### src/rtl/sdram_rd_pkg.sv
package sdram_rd_pkg;

  // {ras_n, cas_n, we_n}
  typedef enum logic [2:0] {
    CMD_PRE  = 3'b010,
    CMD_ACT  = 3'b011,
    CMD_READ = 3'b101,
    CMD_NOP  = 3'b111
  } cmd_e;

  typedef enum logic [1:0] {
    ST_IDLE = 2'd0,
    ST_PRE  = 2'd1,
    ST_ACT  = 2'd2,
    ST_COL  = 2'd3
  } seq_st_e;

  function automatic logic [3:0] burst_words(input logic [1:0] code);
    case (code)
      2'b00:   return 4'd2;
      2'b01:   return 4'd4;
      default: return 4'd8;
    endcase
  endfunction

endpackage

### src/rtl/sdram_addr_split.sv
module sdram_addr_split #(
  parameter int ROW_W = 8,
  parameter int COL_W = 8,
  localparam int ADDR_W = ROW_W + COL_W
) (
  input  logic [ADDR_W-1:0] addr,
  output logic [ROW_W-1:0]  row,
  output logic [COL_W-1:0]  col
);
  // upper half selects the row, lower half the column
  assign row = addr[ADDR_W-1 -: ROW_W];
  assign col = addr[COL_W-1:0];
endmodule

### src/rtl/sdram_cmd_ctrl.sv
module sdram_cmd_ctrl
  import sdram_rd_pkg::*;
#(
  parameter int ROW_W = 8,
  parameter int COL_W = 8,
  parameter int TW    = 4,
  parameter int MA_W  = 8
) (
  input  logic             clk,
  input  logic             rst_n,
  input  logic             req_valid,
  input  logic [ROW_W-1:0] req_row,
  input  logic [COL_W-1:0] req_col,
  output logic             req_ready,
  input  logic [TW-1:0]    cfg_trcd,
  input  logic [TW-1:0]    cfg_trp,
  input  logic [TW-1:0]    rd_gap,
  output logic [2:0]       cmd_o,
  output logic [MA_W-1:0]  addr_o,
  output logic             rd_issue
);
  seq_st_e          st;
  cmd_e             cmd_q;
  logic [MA_W-1:0]  addr_q;
  logic [ROW_W-1:0] row_q, open_row;
  logic [COL_W-1:0] col_q;
  logic             open_vld;
  logic [TW-1:0]    row_tmr, col_tmr;
  logic [TW-1:0]    trcd_e, trp_e, gap_e;
  logic             accept, issue_pre, issue_act, issue_rd, hit;

  assign trcd_e = (cfg_trcd == '0) ? TW'(1) : cfg_trcd;
  assign trp_e  = (cfg_trp  == '0) ? TW'(1) : cfg_trp;
  assign gap_e  = (rd_gap   == '0) ? TW'(1) : rd_gap;

  assign req_ready = (st == ST_IDLE);
  assign accept    = req_valid && req_ready;
  assign hit       = open_vld && (req_row == open_row);
  // a close waits for the running burst; a row-open waits for tRP
  assign issue_pre = (st == ST_PRE) && (col_tmr == '0);
  assign issue_act = (st == ST_ACT) && (row_tmr == '0);
  assign issue_rd  = (st == ST_COL) && (row_tmr == '0) && (col_tmr == '0);
  assign rd_issue  = issue_rd;

  always_ff @(posedge clk) begin
    if (!rst_n) begin
      st       <= ST_IDLE;
      cmd_q    <= CMD_NOP;
      addr_q   <= '0;
      row_q    <= '0;
      col_q    <= '0;
      open_row <= '0;
      open_vld <= 1'b0;
      row_tmr  <= '0;
      col_tmr  <= '0;
    end else begin
      cmd_q  <= CMD_NOP;
      addr_q <= '0;

      if (issue_pre)           row_tmr <= trp_e - TW'(1);
      else if (issue_act)      row_tmr <= trcd_e - TW'(1);
      else if (row_tmr != '0)  row_tmr <= row_tmr - TW'(1);

      if (issue_rd)            col_tmr <= gap_e - TW'(1);
      else if (col_tmr != '0)  col_tmr <= col_tmr - TW'(1);

      case (st)
        ST_IDLE: if (accept) begin
          row_q <= req_row;
          col_q <= req_col;
          if (hit)           st <= ST_COL;
          else if (open_vld) st <= ST_PRE;
          else               st <= ST_ACT;
        end
        ST_PRE: if (issue_pre) begin
          cmd_q    <= CMD_PRE;
          open_vld <= 1'b0;
          st       <= ST_ACT;
        end
        ST_ACT: if (issue_act) begin
          cmd_q    <= CMD_ACT;
          addr_q   <= MA_W'(row_q);
          open_row <= row_q;
          open_vld <= 1'b1;
          st       <= ST_COL;
        end
        default: if (issue_rd) begin
          cmd_q  <= CMD_READ;
          addr_q <= MA_W'(col_q);
          st     <= ST_IDLE;
        end
      endcase
    end
  end

  assign cmd_o  = cmd_q;
  assign addr_o = addr_q;
endmodule

### src/rtl/sdram_rd_capture.sv
module sdram_rd_capture #(
  parameter int DATA_W = 16,
  parameter int TW     = 4,
  localparam int DEPTH = 1 << TW
) (
  input  logic              clk,
  input  logic              rst_n,
  input  logic              rd_issue,
  input  logic [TW-1:0]     cfg_cl,
  input  logic [TW-1:0]     bl_len,
  input  logic [DATA_W-1:0] mem_dq,
  output logic              rd_valid,
  output logic [DATA_W-1:0] rd_data,
  output logic              rd_last
);
  logic [DEPTH-1:0] launch_sr;
  logic [TW-1:0]    cl_e, beats_left;
  logic             start, cap, last_now;

  assign cl_e = (cfg_cl == '0) ? TW'(1) : cfg_cl;
  // issue at cycle c -> pins at c+1 -> first word sampled CL edges later
  assign start    = launch_sr[cl_e];
  assign cap      = start || (beats_left != '0);
  assign last_now = start ? (bl_len == TW'(1)) : (beats_left == TW'(1));

  always_ff @(posedge clk) begin
    if (!rst_n) begin
      launch_sr  <= '0;
      beats_left <= '0;
      rd_valid   <= 1'b0;
      rd_last    <= 1'b0;
      rd_data    <= '0;
    end else begin
      launch_sr <= {launch_sr[DEPTH-2:0], rd_issue};
      if (start)                 beats_left <= bl_len - TW'(1);
      else if (beats_left != '0) beats_left <= beats_left - TW'(1);
      rd_valid <= cap;
      rd_last  <= cap && last_now;
      if (cap) rd_data <= mem_dq;
    end
  end
endmodule

### src/rtl/sdram_rd_seq.sv
module sdram_rd_seq
  import sdram_rd_pkg::*;
#(
  parameter int ROW_W  = 8,
  parameter int COL_W  = 8,
  parameter int DATA_W = 16,
  parameter int TW     = 4,
  localparam int ADDR_W = ROW_W + COL_W,
  localparam int MA_W   = (ROW_W > COL_W) ? ROW_W : COL_W
) (
  input  logic              clk,
  input  logic              rst_n,
  input  logic              req_valid,
  output logic              req_ready,
  input  logic [ADDR_W-1:0] req_addr,
  input  logic [TW-1:0]     cfg_trcd,
  input  logic [TW-1:0]     cfg_cl,
  input  logic [TW-1:0]     cfg_trp,
  input  logic [1:0]        cfg_bl,
  input  logic              cfg_rate2,
  output logic              mem_ras_n,
  output logic              mem_cas_n,
  output logic              mem_we_n,
  output logic [MA_W-1:0]   mem_addr,
  input  logic [DATA_W-1:0] mem_dq,
  output logic              rd_valid,
  output logic [DATA_W-1:0] rd_data,
  output logic              rd_last
);
  logic [ROW_W-1:0] row;
  logic [COL_W-1:0] col;
  logic [TW-1:0]    bl_len, rate, gap;
  logic [2:0]       cmd;
  logic             rd_issue;

  assign bl_len = TW'(burst_words(cfg_bl));
  assign rate   = cfg_rate2 ? TW'(2) : TW'(1);
  assign gap    = (bl_len > rate) ? bl_len : rate;

  sdram_addr_split #(.ROW_W(ROW_W), .COL_W(COL_W)) u_split (
    .addr(req_addr), .row(row), .col(col)
  );

  sdram_cmd_ctrl #(.ROW_W(ROW_W), .COL_W(COL_W), .TW(TW), .MA_W(MA_W)) u_ctrl (
    .clk(clk), .rst_n(rst_n), .req_valid(req_valid), .req_row(row),
    .req_col(col), .req_ready(req_ready), .cfg_trcd(cfg_trcd),
    .cfg_trp(cfg_trp), .rd_gap(gap), .cmd_o(cmd), .addr_o(mem_addr),
    .rd_issue(rd_issue)
  );

  sdram_rd_capture #(.DATA_W(DATA_W), .TW(TW)) u_cap (
    .clk(clk), .rst_n(rst_n), .rd_issue(rd_issue), .cfg_cl(cfg_cl),
    .bl_len(bl_len), .mem_dq(mem_dq), .rd_valid(rd_valid),
    .rd_data(rd_data), .rd_last(rd_last)
  );

  assign mem_ras_n = cmd[2];
  assign mem_cas_n = cmd[1];
  assign mem_we_n  = cmd[0];
endmodule

### config.mk
export PLATFORM = sky130hd
export DESIGN_NAME = sdram_rd_seq
export DESIGN_NICKNAME = d
export VERILOG_FILES = /design/src/rtl/sdram_rd_pkg.sv /design/src/rtl/sdram_addr_split.sv /design/src/rtl/sdram_cmd_ctrl.sv /design/src/rtl/sdram_rd_capture.sv /design/src/rtl/sdram_rd_seq.sv
export SDC_FILE = /design/constraint.sdc
export NUM_CORES = 1
export LEC_CHECK = 0
export BUFFER_PORTS_ARGS = -buffer_cell sky130_fd_sc_hd__buf_2
export CAP_MARGIN = 20
export CELL_PAD_IN_SITES_DETAIL_PLACEMENT = 0
export CELL_PAD_IN_SITES_GLOBAL_PLACEMENT = 1
export CORE_MARGIN = 1
export CORE_UTILIZATION = 41
export CTS_CLUSTER_DIAMETER = 120
export DETAILED_ROUTE_END_ITERATION = 6
export MAX_ROUTING_LAYER = met4
export PLACE_DENSITY_LB_ADDON = 0.1
export SLEW_MARGIN = 20
export SYNTH_ARGS = -nofsm -noshare
export SYNTH_HDL_FRONTEND = slang
export SYNTH_HIERARCHICAL = 1
export SYNTH_SLANG_ARGS = --single-unit
### constraint.sdc
create_clock -name clk -period 2.85 [get_ports clk]
set_clock_uncertainty 0.1 [all_clocks]
set_input_delay 0.1425 -clock clk [delete_from_list [all_inputs] [get_ports clk]]
set_output_delay 0.1425 -clock clk [all_outputs]
set_load 0.02 [all_outputs]
==> impl_metrics.toml, run 1 <==
[global_routing]
top_usage_layer = "met2"
antenna_found_initial = 0
grt_pass1_vias = 2986
grt_usage = 0.180
grtUsageMet1 = 0.198
overflow = 0
gr-usage-met3 = 0.0489
grtUsageMet2 = 0.319
grt_max_degree = 84
grt_first_pass_wirelength_um = 13600

[floorplan]
pin_count = 80
die_width_um = 98.8
dieArea_sq_um = 9760
floorplan.initialDensity = 0.432
fp.coreArea_sq_um = 8890
dieHeight_um = 98.8
fp-row-count = 34

[yosys]
seq_area_frac_synth = 0.438
yosys.area.top_type = "dfxtp_1"
async_reset_ff_frac = 0
synth_edf_count = 0
synth_cells = 427
synth.distinct_cells = 57
synth.most_common_cell = "nand2_1"
syn_area_sq_um = 3840
ys.flop_type = "dfxtp_1"
yosys_warnings = 6
synth_top_area_frac = 0.438
ys_ff_latch = 84
avgSynthCellArea_sq_um = 9.00
synth.top_cells.by_area = "dfxtp_1 44%, nand2_1 9.6%, mux2i_1 6.5%, ha_1 3.9%, a21boi_0 3.7%"
synthTopCellsByCount = "98 x nand2_1, 84 x dfxtp_1, 25 x mux2i_1"

[cells_and_area]
instances_no_fill = 634
fin_area_sq_um = 4760
final_util = 0.535
area_growth_pct = 23.8
layout-drive-gt1-share = 0.211
fin_nets = 583
nFillCells = 857
antenna_cells = 0

[timing]
grt_setup_unrepaired = "false"
slew_headroom = 0.525
hold_viol = 0
final-setup-viol-count = 0
timing.fmax_ghz = 0.480
finalMaxSlewViolations = 0
period_needed_ps = 2080
tightest_slew_ps = 712
tns_ps = 0
timing.final.crit_share = 0.731
setup_ws_ps = 767

[clock_network]
clockBufferDepth = 2
post_cts_resized = 0
cts_tree = "yes"
cts_buffers = 9
ctsHoldBuffers = 34
cts-root-buf = "clkbuf_8"
cts_setup_buffers = 0
clock-sinks = 84
clk_latency_ps = 350
cts_htree_levels = 3
clk_pin_slew_ps = 80

[drt]
drc = 0
antenna_left = 0
drt-total-wl_um = 7990
initialDrtViolationCount = 48
viasPerCell = 4.81
avgRoutedWirePerCell_um = 12.6
num_vias = 3048
firstDrtPassIters = 4

[worst_hold_path]
hold_start = "cfg_trcd[3]"
hp-class = "input pin to flip-flop"
holdPathEnd = "u_ctrl/row_tmr[3]$_SDFFE_PN0P_"
min_path_cells = 3

[worst_setup_path]
crit_required_ps = 2980
r2r_cells = 7
critPathKind = "flip-flop to flip-flop"
crit-reg2reg-launch = "u_ctrl/row_tmr[1]$_SDFFE_PN0P_"
r2r_slack_ps = 770
timing.rr.end = "u_ctrl/row_tmr[2]$_SDFFE_PN0P_"
start_kind = "flip-flop"
end_kind = "flip-flop"
arrival_ps = 2210
cp_max_fo = 6

[placement]
port_buffers = 78
place_inst = 584
dpl_worst_slack_ps = 770
place_congestion = 0.838
placed_cell_area_sq_um = 4190
hpwl_um = 5360

[power]
ir_worst_vdd_v = 0.000315
power-per-cell-area_nw_per_um2 = 811
p_leak_uw = 0.00216

[outcome]
outcome = "finished, final reports clean"

[flow_run]
max_cap_viol_count = 0
[registers in the layout, indices dropped and copies added (netlist names)]
register          flops
u_ctrl/col_tmr        4
u_ctrl/open_row       8
u_cap/launch_sr      16
u_ctrl/col_q          8
u_ctrl/row_tmr        4
u_cap/beats_left      4
u_ctrl/st             2
u_cap/rd_last         1
u_cap/rd_valid        1
u_cap/rd_data        16
u_ctrl/row_q          8
u_ctrl/cmd_o          3
u_ctrl/addr_o         8
u_ctrl/open_vld       1
[power breakdown]
part / switching [uW] / internal (uW)
clock: 430 / 521
sequential: 137 / 1370
combinational: 804 / 597
[worst max path at each step]
stage                                endpoint  slack (ps)  cells after the start                            from
6_report       u_ctrl/row_tmr[2]$_SDFFE_PN0P_         770                      7  u_ctrl/row_tmr[1]$_SDFFE_PN0P_
5_1_grt        u_ctrl/row_tmr[2]$_SDFFE_PN0P_         580                      7  u_ctrl/row_tmr[1]$_SDFFE_PN0P_
4_1_cts           u_ctrl/addr_o[1]$_SDFF_PN0_         750                      4  u_ctrl/row_tmr[1]$_SDFFE_PN0P_
3_5_place_dp      u_ctrl/addr_o[1]$_SDFF_PN0_         770                      4  u_ctrl/row_tmr[1]$_SDFFE_PN0P_
3_3_place_gp   u_ctrl/row_tmr[2]$_SDFFE_PN0P_         810                      7  u_ctrl/row_tmr[1]$_SDFFE_PN0P_
2_1_floorplan  u_ctrl/row_tmr[2]$_SDFFE_PN0P_         840                     10       u_ctrl/st[0]$_SDFFE_PN0P_
[routing by layer]
metal	vias up	routed length (um)
met1	1382	3780
met5	-	0
met4	0	99
li1	1597	-
met3	10	315
met2	59	3790
[worst max-delay path, stage by stage, from the launching register on]
cell	delay (ps)
dfxtp_1	350
nor4_2	560
o211ai_1	170
a22oi_1	310
inv_1	80
ha_1	200
xnor2_1	150
nor2_1	50
[per-stage QoR]
stage / power, uW / hold WS [ps]
after CTS: 3920 / 89.0
after global routing: 4140 / 102
after global placement: 2890 / 290
final: 3860 / 109
after floorplan: 2600 / 185
after detailed placement: 2910 / 300
[kinds of logic (layout without fill, tap and decap cells)]
family | count (synthesis) | after routing | share of synthesized area
other | 1 | 4 | 0.000976
AND/OR/NAND/NOR | 167 | 167 | 0.204
multiplexers | 26 | 26 | 0.0681
adder cells (fa/ha/maj) | 12 | 12 | 0.0391
AO/OA/AOI/OAI | 75 | 75 | 0.148
flip-flops | 84 | 84 | 0.438
XOR/XNOR | 14 | 14 | 0.0319
buffers and inverters | 48 | 144 | 0.0703
[cell type report]
class                   count  area, sq um  area share
clock inverters             5         85.1      0.0179
clock buffers              11          141      0.0297
well taps                 108          135      0.0284
multi-input cells         298         1910       0.400
inverters                  11         41.3     0.00868
repair buffers            117          768       0.161
flip-flops and latches     84         1680       0.353
[placed cells by master, fill, tap and decap left out, types with 3 or more instances in the layout]
cell type | netlist | routed
nand2_1 | 98 | 98
a21boi_1 | 5 | 5
nor2_1 | 19 | 19
dlygate4sd3_1 | 0 | 34
and2_1 | 20 | 20
clkbuf_8 | 0 | 10
nor3_1 | 7 | 7
dfxtp_1 | 84 | 84
a21boi_0 | 19 | 19
buf_2 | 3 | 78
a211o_1 | 3 | 3
xor2_1 | 11 | 11
a21oi_1 | 12 | 12
o21ai_0 | 5 | 5
a22o_1 | 8 | 8
xnor2_1 | 3 | 3
buf_4 | 16 | 5
nor4_1 | 4 | 4
nand2b_1 | 5 | 5
mux2i_1 | 25 | 25
conb_1 | 1 | 4
ha_1 | 12 | 12
inv_1 | 10 | 10
No activity file was read; power rests on OpenSTA's default activity.
==> run 2: changes to the inputs <==
--- a/config.mk
+++ b/config.mk
@@ -5,12 +5,13 @@
 export SDC_FILE = /design/constraint.sdc
 export NUM_CORES = 1
 export LEC_CHECK = 0
+export ABC_AREA = 1
 export BUFFER_PORTS_ARGS = -buffer_cell sky130_fd_sc_hd__buf_2
 export CAP_MARGIN = 20
 export CELL_PAD_IN_SITES_DETAIL_PLACEMENT = 0
 export CELL_PAD_IN_SITES_GLOBAL_PLACEMENT = 1
 export CORE_MARGIN = 1
-export CORE_UTILIZATION = 41
+export CORE_UTILIZATION = 36
 export CTS_CLUSTER_DIAMETER = 120
 export DETAILED_ROUTE_END_ITERATION = 6
 export MAX_ROUTING_LAYER = met4
==> constraint.sdc (replaced) <==
create_clock -name clk -period 1.7 [get_ports clk]
set_clock_uncertainty 0.1 [all_clocks]
set_input_delay 0.085 -clock clk [delete_from_list [all_inputs] [get_ports clk]]
set_output_delay 0.085 -clock clk [all_outputs]
set_load 0.02 [all_outputs]
==> impl_metrics.toml, run 2 <==
[outcome]
outcome = "finished, final reports clean"

[cells_and_area]
nFillCells = 1086
layout-drive-gt1-share = 0.263
fin_nets = 707
area_growth_pct = 29.4
layout_commonest_cell = "nand2_1"
reg_top3 = "u_cap/launch_sr x16, u_cap/rd_data x16"
layout_common_cells = "98 x nand2_1, 81 x dfxtp_1, 78 x buf_2"
antenna_cells = 0

[drt]
antenna_left = 0
drt-total-wl_um = 9130
initialDrtViolationCount = 133
drc = 0
avgRoutedWirePerCell_um = 11.6
viasPerCell = 4.47
firstDrtPassIters = 4
num_vias = 3511

[clock_network]
cts_tree = "yes"
cts_buffers = 9
clockBufferDepth = 2
clk_pin_slew_ps = 90
clock-sinks = 84
cts-root-buf = "clkbuf_8"
cts_htree_levels = 3
clk_latency_ps = 360

[worst_hold_path]
hold_start = "rst_n"
min_path_cells = 3
holdPathEnd = "u_ctrl/row_tmr[3]$_SDFFE_PN0P_"
hp-class = "input pin to flip-flop"

[worst_setup_path]
critPathKind = "flip-flop to flip-flop"
arrival_ps = 1850
r2r_cells = 10
end_kind = "flip-flop"
crit-reg2reg-launch = "u_ctrl/st[0]$_SDFFE_PN0P_"
cp_max_fo = 4
r2r_slack_ps = 40
crit_required_ps = 1890
start_kind = "flip-flop"
timing.rr.end = "u_ctrl/row_tmr[2]$_SDFFE_PN0P_"

[timing]
holdWs_ps = 46.9
setup_ws_ps = 40.8
grt_setup_unrepaired = "true"
final-setup-viol-count = 0
finalMaxSlewViolations = 0
timing.final.crit_share = 0.976
timing.fmax_ghz = 0.603
period_needed_ps = 1660
hold_viol = 0

[power]
ir_worst_vdd_v = 0.000561
p_leak_uw = 0.00247
power-per-cell-area_nw_per_um2 = 1230

[global_routing]
top_usage_layer = "met2"
overflow = 0
antenna_found_initial = 0
grt_first_pass_wirelength_um = 15000
grtUsageMet2 = 0.295
gr-usage-met3 = 0.0334
grt_usage = 0.171
grt_max_degree = 35
grtUsageMet1 = 0.198
grt_pass1_vias = 3334

[yosys]
synth_top_area_frac = 0.426
ys.flop_type = "dfxtp_1"
ys_ff_latch = 84
syn_area_sq_um = 3950
synthMuxAreaShare = 0
synth_compound_area_frac = 0.122
synth.distinct_cells = 35
yosys.area.top_type = "dfxtp_1"
synth_top_family_by_area = "simple AND/OR/NAND/NOR gates"
yosys_warnings = 6
avgSynthCellArea_sq_um = 7.44
seq_area_frac_synth = 0.426
synth_edf_count = 0
async_reset_ff_frac = 0
synth.top_cells.by_area = "dfxtp_1 43%, nand2_1 9.5%, inv_1 6.7%, a21oi_1 5.8%, nand3_1 4.9%"
synthTopCellsByCount = "100 x nand2_1, 84 x dfxtp_1, 71 x inv_1"
synth-simple-area-share = 0.252
yosys.area_share.adder = 0.0380
synth_xor_area_frac = 0.0244
synth_cells = 531
synth.most_common_cell = "nand2_1"

[floorplan]
floorplan.initialDensity = 0.378
fp.coreArea_sq_um = 10500
fp-row-count = 37
dieArea_sq_um = 11400
pin_count = 80
die_width_um = 107
dieHeight_um = 107

[placement]
hpwl_um = 6100
dpl_worst_slack_ps = -61.0
place_congestion = 0.808
port_buffers = 78

[flow_run]
max_cap_viol_count = 0
## run 2: cell count changes after synthesis, moves of 7 or more
cell,delta
a21boi_0,-19
nand3_1,+38
a21oi_1,+34
o21ai_0,+14
mux2i_1,-25
and2_1,-20
nor2_1,+27
o21ai_1,+8
o22ai_1,+8
a22o_1,-8
inv_2,+10
inv_1,+61
xor2_1,-7
## run 2: what timing repair did
action                                 4_1_cts  5_1_grt
hold buffers                                38        0
setup endpoints to repair                    3       11
setup buffers                                0        2
cloned                                       0        1
gates resized for setup                      4       24
endpoints found under the hold margin       35        0
pin swaps                                    0        8
## run 2: metrics by stage
step           instance area (sq um)   util  TNS, ps  std cells  total power [uW]
2_1_floorplan                   3960      -        0        533              4160
3_3_place_gp                    4440  0.424    -4.55        729              4710
3_5_place_dp                    4440  0.424    -61.0        729              4740
4_1_cts                         5000  0.478    -26.2        783              6150
5_1_grt                         5110  0.489    -45.4        786              6810
6_report                        5110  0.489        0        786              6310
## run 2: logic make-up (layout without fill, tap and decap cells)
| family | Yosys count | after routing |
|---|---|---|
| simple gates | 215 | 215 |
| xor+xnor | 11 | 11 |
| other cells | 1 | 3 |
| fa+ha+maj | 12 | 12 |
| flops | 84 | 84 |
| compound gates | 89 | 89 |
| buf+inv | 119 | 236 |
## run 2: layout make-up
| cell class | count | area, sq um | area share |
|---|---|---|---|
| repair inverters | 1 | 5.00 | 0.000979 |
| clock inverters | 7 | 50.0 | 0.00979 |
| flip-flops and latches | 84 | 1690 | 0.331 |
| well taps | 136 | 170 | 0.0333 |
| clock buffers | 9 | 124 | 0.0242 |
| multi-input cells | 330 | 1810 | 0.355 |
| repair buffers | 135 | 933 | 0.183 |
| inverters | 84 | 324 | 0.0634 |
## run 2: power breakdown
group	switching, uW	internal (uW)
registers	174	2310
logic	1490	1030
clock network	765	535
## run 2: worst max-delay path by stage
stage	startpoint	endpoint	slack [ps]	depth (start not counted)
after detailed placement	u_ctrl/st[1]$_SDFFE_PN0P_	u_ctrl/row_tmr[2]$_SDFFE_PN0P_	-60	9
after floorplan	u_ctrl/st[1]$_SDFFE_PN0P_	u_ctrl/row_tmr[2]$_SDFFE_PN0P_	3	9
final	u_ctrl/st[0]$_SDFFE_PN0P_	u_ctrl/row_tmr[2]$_SDFFE_PN0P_	40	10
after global routing	u_ctrl/st[0]$_SDFFE_PN0P_	u_ctrl/row_tmr[2]$_SDFFE_PN0P_	-30	10
after global placement	u_ctrl/st[1]$_SDFFE_PN0P_	u_ctrl/row_tmr[2]$_SDFFE_PN0P_	-5	9
after CTS	u_ctrl/st[0]$_SDFFE_PN0P_	u_ctrl/row_tmr[2]$_SDFFE_PN0P_	-30	10
## run 2: worst max-delay path, cell delays in order, from the launching register on
cell and delay, ps:
dfxtp_4 370, inv_4 70, ha_4 140, inv_4 50, nor2_8 90, o21ai_2 60, nand3b_1 110, nand2_2 90
ha_4 180, or2_1 230, a21oi_2 110
## run 2: metal layers
metal / up-vias / part of all wire / wire length (um)
li1: 1868 / - / -
met1: 1590 / 0.46 / 4220
met2: 45 / 0.50 / 4560
met3: 8 / 0.027 / 247
met4: 0 / 0.011 / 99
met5: - / 0 / 0
